<file path="src/rtl/otp_pin_pkg.sv">
// Package: shared mode encoding and pin decode for the OTP pin-mode controller.
// Assumes pins are already synchronous to the block clock.
package otp_pin_pkg;

    typedef enum logic [2:0] {
        OPM_STANDBY,
        OPM_READ,
        OPM_OUT_OFF,
        OPM_PAGE_LOAD,
        OPM_PAGE_PULSE,
        OPM_BYTE_PULSE
    } otp_mode_e;

    // Level decode of the three active-low control pins.
    function automatic otp_mode_e otp_decode(input logic ce_n, input logic oe_n, input logic pgm_n);
        otp_mode_e m;
        if (ce_n) begin
            if (!oe_n && pgm_n)      m = OPM_PAGE_LOAD;
            else if (oe_n && !pgm_n) m = OPM_PAGE_PULSE;
            else                     m = OPM_STANDBY;
        end else begin
            if (!oe_n)               m = OPM_READ;
            else if (!pgm_n)         m = OPM_BYTE_PULSE;
            else                     m = OPM_OUT_OFF;
        end
        return m;
    endfunction

endpackage

</file>
<file path="src/rtl/otp_mode_decode.sv">
// Module: decodes pin levels into bus drive, page load and commit strobes.
// Commits fire on the clock edge where pgm_n is seen high after a low sample.
// Assumes a strobe pulse spans at least one sampled clock edge.
module otp_mode_decode
    import otp_pin_pkg::*;
(
    input  logic      clk,
    input  logic      rst_n,
    input  logic      ce_n,
    input  logic      oe_n,
    input  logic      pgm_n,
    output otp_mode_e mode,
    output logic      drive_en,
    output logic      load_en,
    output logic      page_we,
    output logic      byte_we
);

    logic pgm_q;
    logic strobe_rise;

    // Remember the strobe level of the previous edge; reset treats it as high.
    always_ff @(posedge clk) begin
        if (!rst_n) pgm_q <= 1'b1;
        else        pgm_q <= pgm_n;
    end

    // Mode and strobe decode.
    always_comb begin
        mode        = otp_decode(ce_n, oe_n, pgm_n);
        strobe_rise = !pgm_q && pgm_n;
        drive_en    = (mode == OPM_READ);
        load_en     = (mode == OPM_PAGE_LOAD);
        page_we     = strobe_rise && ce_n && oe_n;
        byte_we     = strobe_rise && !ce_n && oe_n;
    end

    // output enable high keeps the bus released
    a_r2_oe_high_release: assert property (@(posedge clk) disable iff (!rst_n)
        oe_n |-> !drive_en);
    // standby releases the bus regardless of output enable
    a_r3_standby_release: assert property (@(posedge clk) disable iff (!rst_n)
        ce_n |-> !drive_en);
    // a strobe held high across two edges yields no write
    a_r8_held_high_no_write: assert property (@(posedge clk) disable iff (!rst_n)
        (pgm_n && $past(pgm_n)) |-> !(page_we || byte_we));
    // no write while output enable is low
    a_r11_oe_low_no_write: assert property (@(posedge clk) disable iff (!rst_n)
        !oe_n |-> !(page_we || byte_we));
    // Writes are mutually exclusive
    a_r5_r6_one_write: assert property (@(posedge clk) disable iff (!rst_n)
        !(page_we && byte_we));

endmodule

</file>
<file path="src/rtl/otp_page_latch.sv">
// Module: page buffer of 2**PAGE_W lanes, each DATA_W bits wide.
// Lanes reset and clear to all ones so an unloaded lane is neutral
// in an AND-style program. A clear takes priority over a load.
module otp_page_latch #(
    parameter int DATA_W = 8,
    parameter int PAGE_W = 2,
    localparam int PAGE_N = 1 << PAGE_W
) (
    input  logic                     clk,
    input  logic                     rst_n,
    input  logic                     load,
    input  logic [PAGE_W-1:0]        sel,
    input  logic [DATA_W-1:0]        din,
    input  logic                     clear,
    output logic [PAGE_N*DATA_W-1:0] lanes
);

    for (genvar k = 0; k < PAGE_N; k++) begin : g_lane
        logic [DATA_W-1:0] ent;

        // Hold one lane: load on selection, return to ones on clear or reset.
        always_ff @(posedge clk) begin
            if (!rst_n || clear)                         ent <= '1;
            else if (load && sel == PAGE_W'(k))          ent <= din;
        end

        assign lanes[k*DATA_W +: DATA_W] = ent;

        // a selected load captures the data present at that edge
        a_r4_lane_capture: assert property (@(posedge clk) disable iff (!rst_n)
            (load && !clear && sel == PAGE_W'(k)) |=> ent == $past(din));
        // lane empty after a page commit
        a_r5_lane_cleared: assert property (@(posedge clk) disable iff (!rst_n)
            clear |=> ent == '1);
    end

endmodule

</file>
<file path="src/rtl/otp_cell_array.sv">
// Module: register-array model of 2**ADDR_W one-time-programmable bytes.
// Programming ANDs new data into a word; only a reset restores ones
// (a blank part at power-on). Read is asynchronous on addr.
module otp_cell_array #(
    parameter int DATA_W = 8,
    parameter int ADDR_W = 6,
    parameter int PAGE_W = 2,
    localparam int DEPTH  = 1 << ADDR_W,
    localparam int PAGE_N = 1 << PAGE_W
) (
    input  logic                     clk,
    input  logic                     rst_n,
    input  logic                     page_we,
    input  logic                     byte_we,
    input  logic [ADDR_W-1:0]        addr,
    input  logic [DATA_W-1:0]        din,
    input  logic [PAGE_N*DATA_W-1:0] lanes,
    output logic [DATA_W-1:0]        rd_data
);

    logic [DATA_W-1:0] cells [DEPTH];

    for (genvar i = 0; i < DEPTH; i++) begin : g_word
        logic              page_hit;
        logic              byte_hit;
        logic [DATA_W-1:0] page_mask;
        logic [DATA_W-1:0] byte_mask;

        // Select which write masks apply to this word.
        always_comb begin
            page_hit  = page_we && (addr[ADDR_W-1:PAGE_W] == (ADDR_W-PAGE_W)'(i >> PAGE_W));
            byte_hit  = byte_we && (addr == ADDR_W'(i));
            page_mask = page_hit ? lanes[(i % PAGE_N)*DATA_W +: DATA_W] : '1;
            byte_mask = byte_hit ? din : '1;
        end

        // Store the word; programming can only clear bits.
        always_ff @(posedge clk) begin
            if (!rst_n) cells[i] <= '1;
            else        cells[i] <= cells[i] & page_mask & byte_mask;
        end

        // no bit of a word ever goes from zero to one
        a_r9_only_clears: assert property (@(posedge clk) disable iff (!rst_n)
            ((cells[i] & $past(cells[i])) == cells[i]));
        // without a write strobe the word holds
        a_r8_word_holds: assert property (@(posedge clk) disable iff (!rst_n)
            (!page_we && !byte_we) |=> $stable(cells[i]));
    end

    assign rd_data = cells[addr];

endmodule

</file>
<file path="src/rtl/otp_pin_ctrl.sv">
// Module: top of the OTP pin-mode controller. Joins the pin decoder,
// the page buffer and the cell array, and presents the data bus as a
// drive value plus enable. Assumes synchronous pins.
module otp_pin_ctrl #(
    parameter int DATA_W = 8,
    parameter int ADDR_W = 6,
    parameter int PAGE_W = 2,
    localparam int PAGE_N = 1 << PAGE_W
) (
    input  logic              clk,
    input  logic              rst_n,
    input  logic              ce_n,
    input  logic              oe_n,
    input  logic              pgm_n,
    input  logic [ADDR_W-1:0] addr,
    input  logic [DATA_W-1:0] data_in,
    output logic [DATA_W-1:0] data_out,
    output logic              data_oe
);
    import otp_pin_pkg::*;

    otp_mode_e                mode;
    logic                     drive_en;
    logic                     load_en;
    logic                     page_we;
    logic                     byte_we;
    logic [PAGE_N*DATA_W-1:0] lanes;
    logic [DATA_W-1:0]        rd_data;

    otp_mode_decode u_decode (
        .clk      (clk),
        .rst_n    (rst_n),
        .ce_n     (ce_n),
        .oe_n     (oe_n),
        .pgm_n    (pgm_n),
        .mode     (mode),
        .drive_en (drive_en),
        .load_en  (load_en),
        .page_we  (page_we),
        .byte_we  (byte_we)
    );

    otp_page_latch #(.DATA_W(DATA_W), .PAGE_W(PAGE_W)) u_page (
        .clk   (clk),
        .rst_n (rst_n),
        .load  (load_en),
        .sel   (addr[PAGE_W-1:0]),
        .din   (data_in),
        .clear (page_we),
        .lanes (lanes)
    );

    otp_cell_array #(.DATA_W(DATA_W), .ADDR_W(ADDR_W), .PAGE_W(PAGE_W)) u_cells (
        .clk     (clk),
        .rst_n   (rst_n),
        .page_we (page_we),
        .byte_we (byte_we),
        .addr    (addr),
        .din     (data_in),
        .lanes   (lanes),
        .rd_data (rd_data)
    );

    // Bus outputs.
    always_comb begin
        data_oe  = drive_en;
        data_out = rd_data;
    end

    // a read cycle always drives the bus
    a_r1_read_drives: assert property (@(posedge clk) disable iff (!rst_n)
        (!ce_n && !oe_n) |-> data_oe);
    // mode consistent with driving
    a_r7_drive_mode: assert property (@(posedge clk) disable iff (!rst_n)
        data_oe |-> (mode == OPM_READ));

endmodule

</file>
<file path="config.mk">
export PLATFORM = sky130hd
export DESIGN_NAME = otp_pin_ctrl
export DESIGN_NICKNAME = d
export VERILOG_FILES = /design/src/rtl/otp_pin_pkg.sv /design/src/rtl/otp_mode_decode.sv /design/src/rtl/otp_page_latch.sv /design/src/rtl/otp_cell_array.sv /design/src/rtl/otp_pin_ctrl.sv
export SDC_FILE = /design/constraint.sdc
export NUM_CORES = 1
export LEC_CHECK = 0
export BUFFER_PORTS_ARGS = -buffer_cell sky130_fd_sc_hd__buf_2
export CELL_PAD_IN_SITES_DETAIL_PLACEMENT = 0
export CELL_PAD_IN_SITES_GLOBAL_PLACEMENT = 1
export CORE_ASPECT_RATIO = 0.8
export CORE_UTILIZATION = 56
export CTS_BUF_LIST = sky130_fd_sc_hd__clkbuf_2 sky130_fd_sc_hd__clkbuf_4 sky130_fd_sc_hd__clkbuf_8
export CTS_CLUSTER_DIAMETER = 120
export DETAILED_ROUTE_END_ITERATION = 8
export PLACE_DENSITY_LB_ADDON = 0.1
export SLEW_MARGIN = 5
export SYNTH_ARGS = -nofsm -noshare
export SYNTH_HDL_FRONTEND = slang
export SYNTH_SLANG_ARGS = --single-unit
</file>
<file path="constraint.sdc">
create_clock -name clk -period 6.4 [get_ports clk]
set_input_delay 0.96 -clock clk [delete_from_list [all_inputs] [get_ports clk]]
set_output_delay 0.96 -clock clk [all_outputs]
set_load 0.03 [all_outputs]
</file>
==> results of run 1 <==
==> cell usage after synthesis <==
library cell / count / area [um2]
mux2i_1: 24 / 240
a22oi_1: 64 / 480
dfxtp_1: 545 / 10900
buf_4: 4 / 30.0
and4bb_2: 5 / 62.6
nand2_1: 555 / 2080
nor3b_1: 2 / 15.0
or4_1: 8 / 60.1
a21oi_1: 32 / 160
o221ai_1: 512 / 4480
clkbuf_1: 240 / 901
and4_1: 1 / 8.76
nand3b_1: 1 / 7.51
a21boi_1: 1 / 7.51
nor3_1: 1 / 5.00
and4b_1: 6 / 60.1
nor4_2: 1 / 12.5
nand2b_1: 3 / 18.8
or3_1: 1 / 6.26
buf_1: 54 / 203
nor2_1: 6 / 22.5
nor4b_2: 4 / 60.1
buf_2: 12 / 60.1
buf_6: 6 / 67.6
or2_2: 1 / 6.26
mux4_2: 128 / 2880
nor4bb_1: 3 / 30.0
nand3_1: 84 / 420
nand4_1: 4 / 25.0
nor2b_1: 6 / 37.5
and2_1: 2 / 12.5
==> report_power, final <==
part / internal [mW] / switching, mW / total (mW)
clock network: 1.64 / 1.39 / 3.04
logic: 0.0943 / 0.320 / 0.414
registers: 3.40 / 0.00793 / 3.40
==> registers in the layout, summed over array words and instances, names as in the netlist <==
name,flops
u_cells.cells,512
u_decode.pgm_q,1
u_page.g_lane.ent,32
==> cell type report <==
cell class	count	area (um2)	area share [%]
repair buffers	94	701	2.77
multi-input cells	1455	11200	44.5
flip-flops and latches	545	10900	43.2
well taps	544	681	2.70
clock inverters	6	32.5	0.129
clock buffers	136	1680	6.64
==> logic make-up after synthesis <==
kind of cell           synth area share (%)
AND/OR/NAND/NOR                        12.6
AO/OA/AOI/OAI                          22.0
flip-flops                             46.7
buffers and inverters                  5.39
multiplexers                           13.4
==> stage by stage <==
stage	setup WS (ns)	hold slack [ns]	cells
after floorplan	2.55	0.440	2316
after global placement	1.40	0.448	2638
after detailed placement	1.43	0.453	2638
after CTS	1.43	0.463	2780
after global routing	1.33	0.477	2780
final	1.41	0.463	2780
==> worst reg2reg max path: stages, from the launching register on <==
cell	delay [ns]
dfxtp_1	0.37
and4b_1	1.01
nand3_1	0.80
o221ai_1	0.43
nand2_1	0.09
==> per-layer routing <==
layer	track usage, %	share of wire (%)	up-vias
li1	-	-	8732
met1	56.9	40	10300
met4	18.3	4.9	2
met3	11.3	14	285
met2	55.9	42	1570
met5	0	0.0094	-
==> worst max path at each step <==
stage                   to  depth (start not counted)  slack (ns)     from
6_report       data_out[5]                          7        1.41  addr[1]
2_1_floorplan  data_out[1]                          7        2.55  addr[1]
4_1_cts        data_out[5]                          7        1.43  addr[0]
3_3_place_gp   data_out[5]                          7        1.40  addr[1]
3_5_place_dp   data_out[5]                          7        1.43  addr[1]
5_1_grt        data_out[2]                          7        1.33  addr[0]
==> results.json, run 1 <==
{
  "fillers": 3420,
  "ir_drop_mv": 0.250,
  "fmax_ghz": 0.200,
  "power_density_mw_per_mm2": 272,
  "routedWlPerCell_um": 30.7,
  "cp_max_fo": 80,
  "initial_core_util_pct": 57.2,
  "hold_end": "u_cells.cells[31][2]",
  "slew_headroom_pct": 7.37,
  "cp.arrival_ns": 4.03,
  "diodes": 0,
  "post_cts_buffers": 0,
  "crit_slowest_cell": "mux4_2",
  "total_power_mw": 6.86,
  "avgViaCountPerCell": 7.53,
  "track_usage_pct": 40.0,
  "status": "finished with violations",
  "syn_inst": 2316,
  "crit_type": "in -> out",
  "holdCritPathClass": "reg -> reg",
  "final_common_cell": "nand2_1",
  "r2r_end": "u_cells.cells[16][0]",
  "p_leak_nw": 8.22,
  "h-tree-depth": 3,
  "syn-cell-area_mm2": 0.0234,
  "grt_overflow": 0,
  "yosysSeqAreaShare_pct": 46.7,
  "syn2layout_area_growth_pct": 8.00,
  "drt_iter0_drc": 3090,
  "antenna_found_initial": 2,
  "worstSkewPairLatency_ns": 0.68,
  "drt_pass1_iterations": 9,
  "die_y_um": 185,
  "required_ns": 5.44,
  "syn_avg_cell_area_um2": 10.1,
  "synth_cell_type_count": 31,
  "critPathCaptureType": "primary output",
  "core_area_mm2": 0.0409,
  "path_cells": "buf_6 -> buf_12 -> mux4_2 -> a22oi_1 -> a21oi_1 -> or4_1 -> buf_2",
  "place.gp.congestion": 0.923,
  "finalMaxSlewViolations": 0,
  "ctsRootBufferMaster": "clkbuf_8",
  "drc": 1,
  "cts_buffer_depth": 3,
  "drv_cap": 0,
  "die_w_um": 230,
  "layout_common_cells": "nand2_1, dfxtp_1, o221ai_1, mux4_2, clkbuf_8",
  "utilization_pct": 61.8,
  "cts_tree": "yes",
  "finalCriticalPeriod_ns": 4.99,
  "crit_path_max_incr_delay_ns": 0.60,
  "r2r_cells": 4,
  "crit_family": "buffers and inverters",
  "drive_gt1_share_pct": 17.2,
  "port_buffers": 27,
  "io_pins": 28,
  "clk_pin_slew_ns": 0.06,
  "grt_pass1_wl_um": 127000,
  "hold_depth": 2,
  "place_hpwl_um": 48100,
  "postCtsResizedCells": 0,
  "fin_area_mm2": 0.0253,
  "holdCritStartpoint": "u_cells.cells[31][2]",
  "skew_ns": 0.0211,
  "critical_path_buf_inv_count": 3,
  "syn_nets": 2335,
  "tns_ns": 0,
  "worstMarginPinSlew_ns": 1.39,
  "vias": 20900,
  "start_kind": "input port",
  "r2r-start": "u_decode.pgm_q",
  "wl_um": 85500,
  "yosys_warnings": 0,
  "violations": "design-rule violations",
  "rsz0062_at_grt": "false",
  "hold_viol_final": 0,
  "fin_crit_sh_pct": 78.0,
  "rows": 66,
  "nets": 2200,
  "dpl-instance-area_mm2": 0.0235,
  "ys_ff_latch": 545,
  "setup_violations": 0,
  "grt_pass1_vias": 19200,
  "holdBufCountCts": 0,
  "r2r_slack_ns": 3.56,
  "clock-sinks": 545,
  "drtAntennaViolNets": 0,
  "die_area_mm2": 0.0426,
  "cts_buffers": 85,
  "grt_start_max_net_pins": 213
}
Note: power is estimated with default switching activity, not from simulation.
==> run 2, diff against run 1 <==
--- a/config.mk
+++ b/config.mk
@@ -9,7 +9,7 @@
 export CELL_PAD_IN_SITES_DETAIL_PLACEMENT = 0
 export CELL_PAD_IN_SITES_GLOBAL_PLACEMENT = 1
 export CORE_ASPECT_RATIO = 0.8
-export CORE_UTILIZATION = 56
+export CORE_UTILIZATION = 47
 export CTS_BUF_LIST = sky130_fd_sc_hd__clkbuf_2 sky130_fd_sc_hd__clkbuf_4 sky130_fd_sc_hd__clkbuf_8
 export CTS_CLUSTER_DIAMETER = 120
 export DETAILED_ROUTE_END_ITERATION = 8
==> constraint.sdc (replaced) <==
create_clock -name clk -period 4.59 [get_ports clk]
set_input_delay 0.6885 -clock clk [delete_from_list [all_inputs] [get_ports clk]]
set_output_delay 0.6885 -clock clk [all_outputs]
set_load 0.03 [all_outputs]
==> run 2 against run 1 <==
The run now ends clean; sequential share of layout area fell by 1.2 points; final cell count rose by 6.0%; flip-flop and latch count did not move; core utilization fell by 8.5 points; via count rose by 0.81%; final area rose by 2.8%; clock skew rose by 0.0050 ns; worst hold slack got worse by 0.15 ns; wire length rose by 8.8%; register-to-register slack got worse by 1.7 ns; die area rose by 19%; first-iteration DRC count rose by 6.0%.
==> results.json, run 2 (same netlist as run 1, synthesis figures left out) <==
{
  "track_usage_pct": 36.5,
  "cts_buffers": 89,
  "rsz0062_at_grt": "false",
  "cts_buffer_depth": 3,
  "drv_cap": 0,
  "cts_tree": "yes",
  "fin_crit_sh_pct": 89.7,
  "die_y_um": 201,
  "drc": 0,
  "h-tree-depth": 3,
  "critPathCaptureType": "primary output",
  "p_leak_nw": 8.51,
  "power_frac_seq_pct": 46.7,
  "die_area_mm2": 0.0506,
  "finalMaxSlewViolations": 0,
  "rows": 72,
  "post_cts_buffers": 0,
  "port_buffers": 27,
  "fin_hold_ws_ns": 0.309,
  "ctsRootBufferMaster": "clkbuf_8",
  "finalCriticalPeriod_ns": 4.12,
  "setup_violations": 0,
  "place_hpwl_um": 53400,
  "status": "finished clean",
  "tns_ns": 0,
  "io_pins": 28,
  "switchingPower_mw": 2.51,
  "layout_common_cells": "nand2_1, dfxtp_1, o221ai_1, mux4_2, clkbuf_8",
  "antenna_found_initial": 5,
  "drt_iter0_drc": 3275,
  "reg_top3": "u_cells.cells (512), u_page.g_lane.ent (32), u_decode.pgm_q (1)",
  "holdCritPathClass": "in -> reg",
  "clockPowerShare_pct": 47.3,
  "grt_pass1_vias": 19600,
  "postCtsResizedCells": 0,
  "wl_um": 93000,
  "clock-sinks": 545,
  "fmax_ghz": 0.243,
  "die_w_um": 251,
  "holdBufCountCts": 0,
  "p_sw_share_pct": 24.7,
  "nets": 2231,
  "largest_register_ff_count": 512,
  "cp_max_fo": 40,
  "skew_ns": 0.0261,
  "grt_overflow": 0,
  "routedWlPerCell_um": 31.6,
  "drt_pass1_iterations": 6,
  "avgViaCountPerCell": 7.16,
  "place.gp.congestion": 0.905,
  "worstMarginPinSlew_ns": 1.32,
  "crit_type": "in -> out",
  "ir_drop_mv": 0.225,
  "slew_headroom_pct": 11.6,
  "final_common_cell": "nand2_1",
  "vias": 21100,
  "start_kind": "input port",
  "largest_register": "u_cells.cells",
  "hold_viol_final": 0,
  "initial_core_util_pct": 48.0,
  "drtAntennaViolNets": 0,
  "drive_gt1_share_pct": 19.0,
  "clk_pin_slew_ns": 0.06,
  "core_area_mm2": 0.0487,
  "power_density_mw_per_mm2": 392,
  "grt_start_max_net_pins": 157,
  "grt_pass1_wl_um": 136000,
  "required_ns": 3.90,
  "utilization_pct": 53.3,
  "comb_power_share_pct": 5.9,
  "cp.arrival_ns": 3.43,
  "worstSkewPairLatency_ns": 0.69,
  "syn2layout_area_growth_pct": 11.1,
  "cell_internal_pwr_mw": 7.67
}
run 2: cell types whose count changed in the layout (fill, tap and decap cells not counted), sizes merged:
cell / previous run / this run
clkinv: 5 / 7
clkbuf: 137 / 147
clkinvlp: 1 / 2
buf: 93 / 120
diode: 0 / 1
bufinv: 0 / 5
run 2: layer usage:
metal / track usage [%] / share of wire, % / wire [um]
met1: 52.2 / 41 / 38300
met4: 14.3 / 3.7 / 3430
met5: 0 / 0 / 0
met3: 10.6 / 13 / 11900
met2: 51.5 / 42 / 39500
run 2: worst max-delay path, cell delays in order:
cell      delay, ns
clkbuf_8       0.41
buf_4          0.33
mux4_2         0.53
a22oi_1        0.29
a21oi_1        0.25
or4_1          0.65
buf_2          0.22
run 2: stage by stage:
stage | power [mW] | worst slack (ns) | instance area [um2] | instances
after global placement | 5.44 | 0.525 | 23900 | 2787
after global routing | 10.5 | 0.429 | 26000 | 2947
after detailed placement | 5.45 | 0.515 | 23900 | 2787
final | 10.2 | 0.471 | 26000 | 2948
after floorplan | 5.22 | 1.28 | 23400 | 2316
after CTS | 10.2 | 0.504 | 26000 | 2947
run 2: worst paths after layout:
kind	startpoint	endpoint	slack [ns]	depth (start not counted)
hold / removal	pgm_n	u_decode.pgm_q	0.31	2
hold reg to reg	u_cells.cells[40][1]	u_cells.cells[40][1]	0.46	2
setup / recovery	addr[0]	data_out[7]	0.47	7
setup reg to reg	u_decode.pgm_q	u_cells.cells[59][1]	1.88	4
run 2: area by class of cell:
| cell class | count | area (um2) |
|---|---|---|
| Tap cell | 666 | 833 |
| Timing Repair Buffer | 121 | 953 |
| Clock inverter | 14 | 200 |
| Clock buffer | 146 | 1820 |
| Fill cell | 4340 | 22800 |
| Sequential cell | 545 | 10900 |
| Antenna cell | 1 | 2.50 |
| Multi-Input combinational cell | 1455 | 11200 |
run 2: power groups by stage:
| stage | clock network, mW | logic (mW) | registers [mW] |
|---|---|---|---|
| final | 4.82 | 0.603 | 4.76 |
| after global routing | 5.08 | 0.621 | 4.75 |
| after CTS | 4.85 | 0.587 | 4.76 |
| after detailed placement | 0 | 0.587 | 4.86 |
| after global placement | 0 | 0.584 | 4.86 |
| after floorplan | 0 | 0.375 | 4.84 |
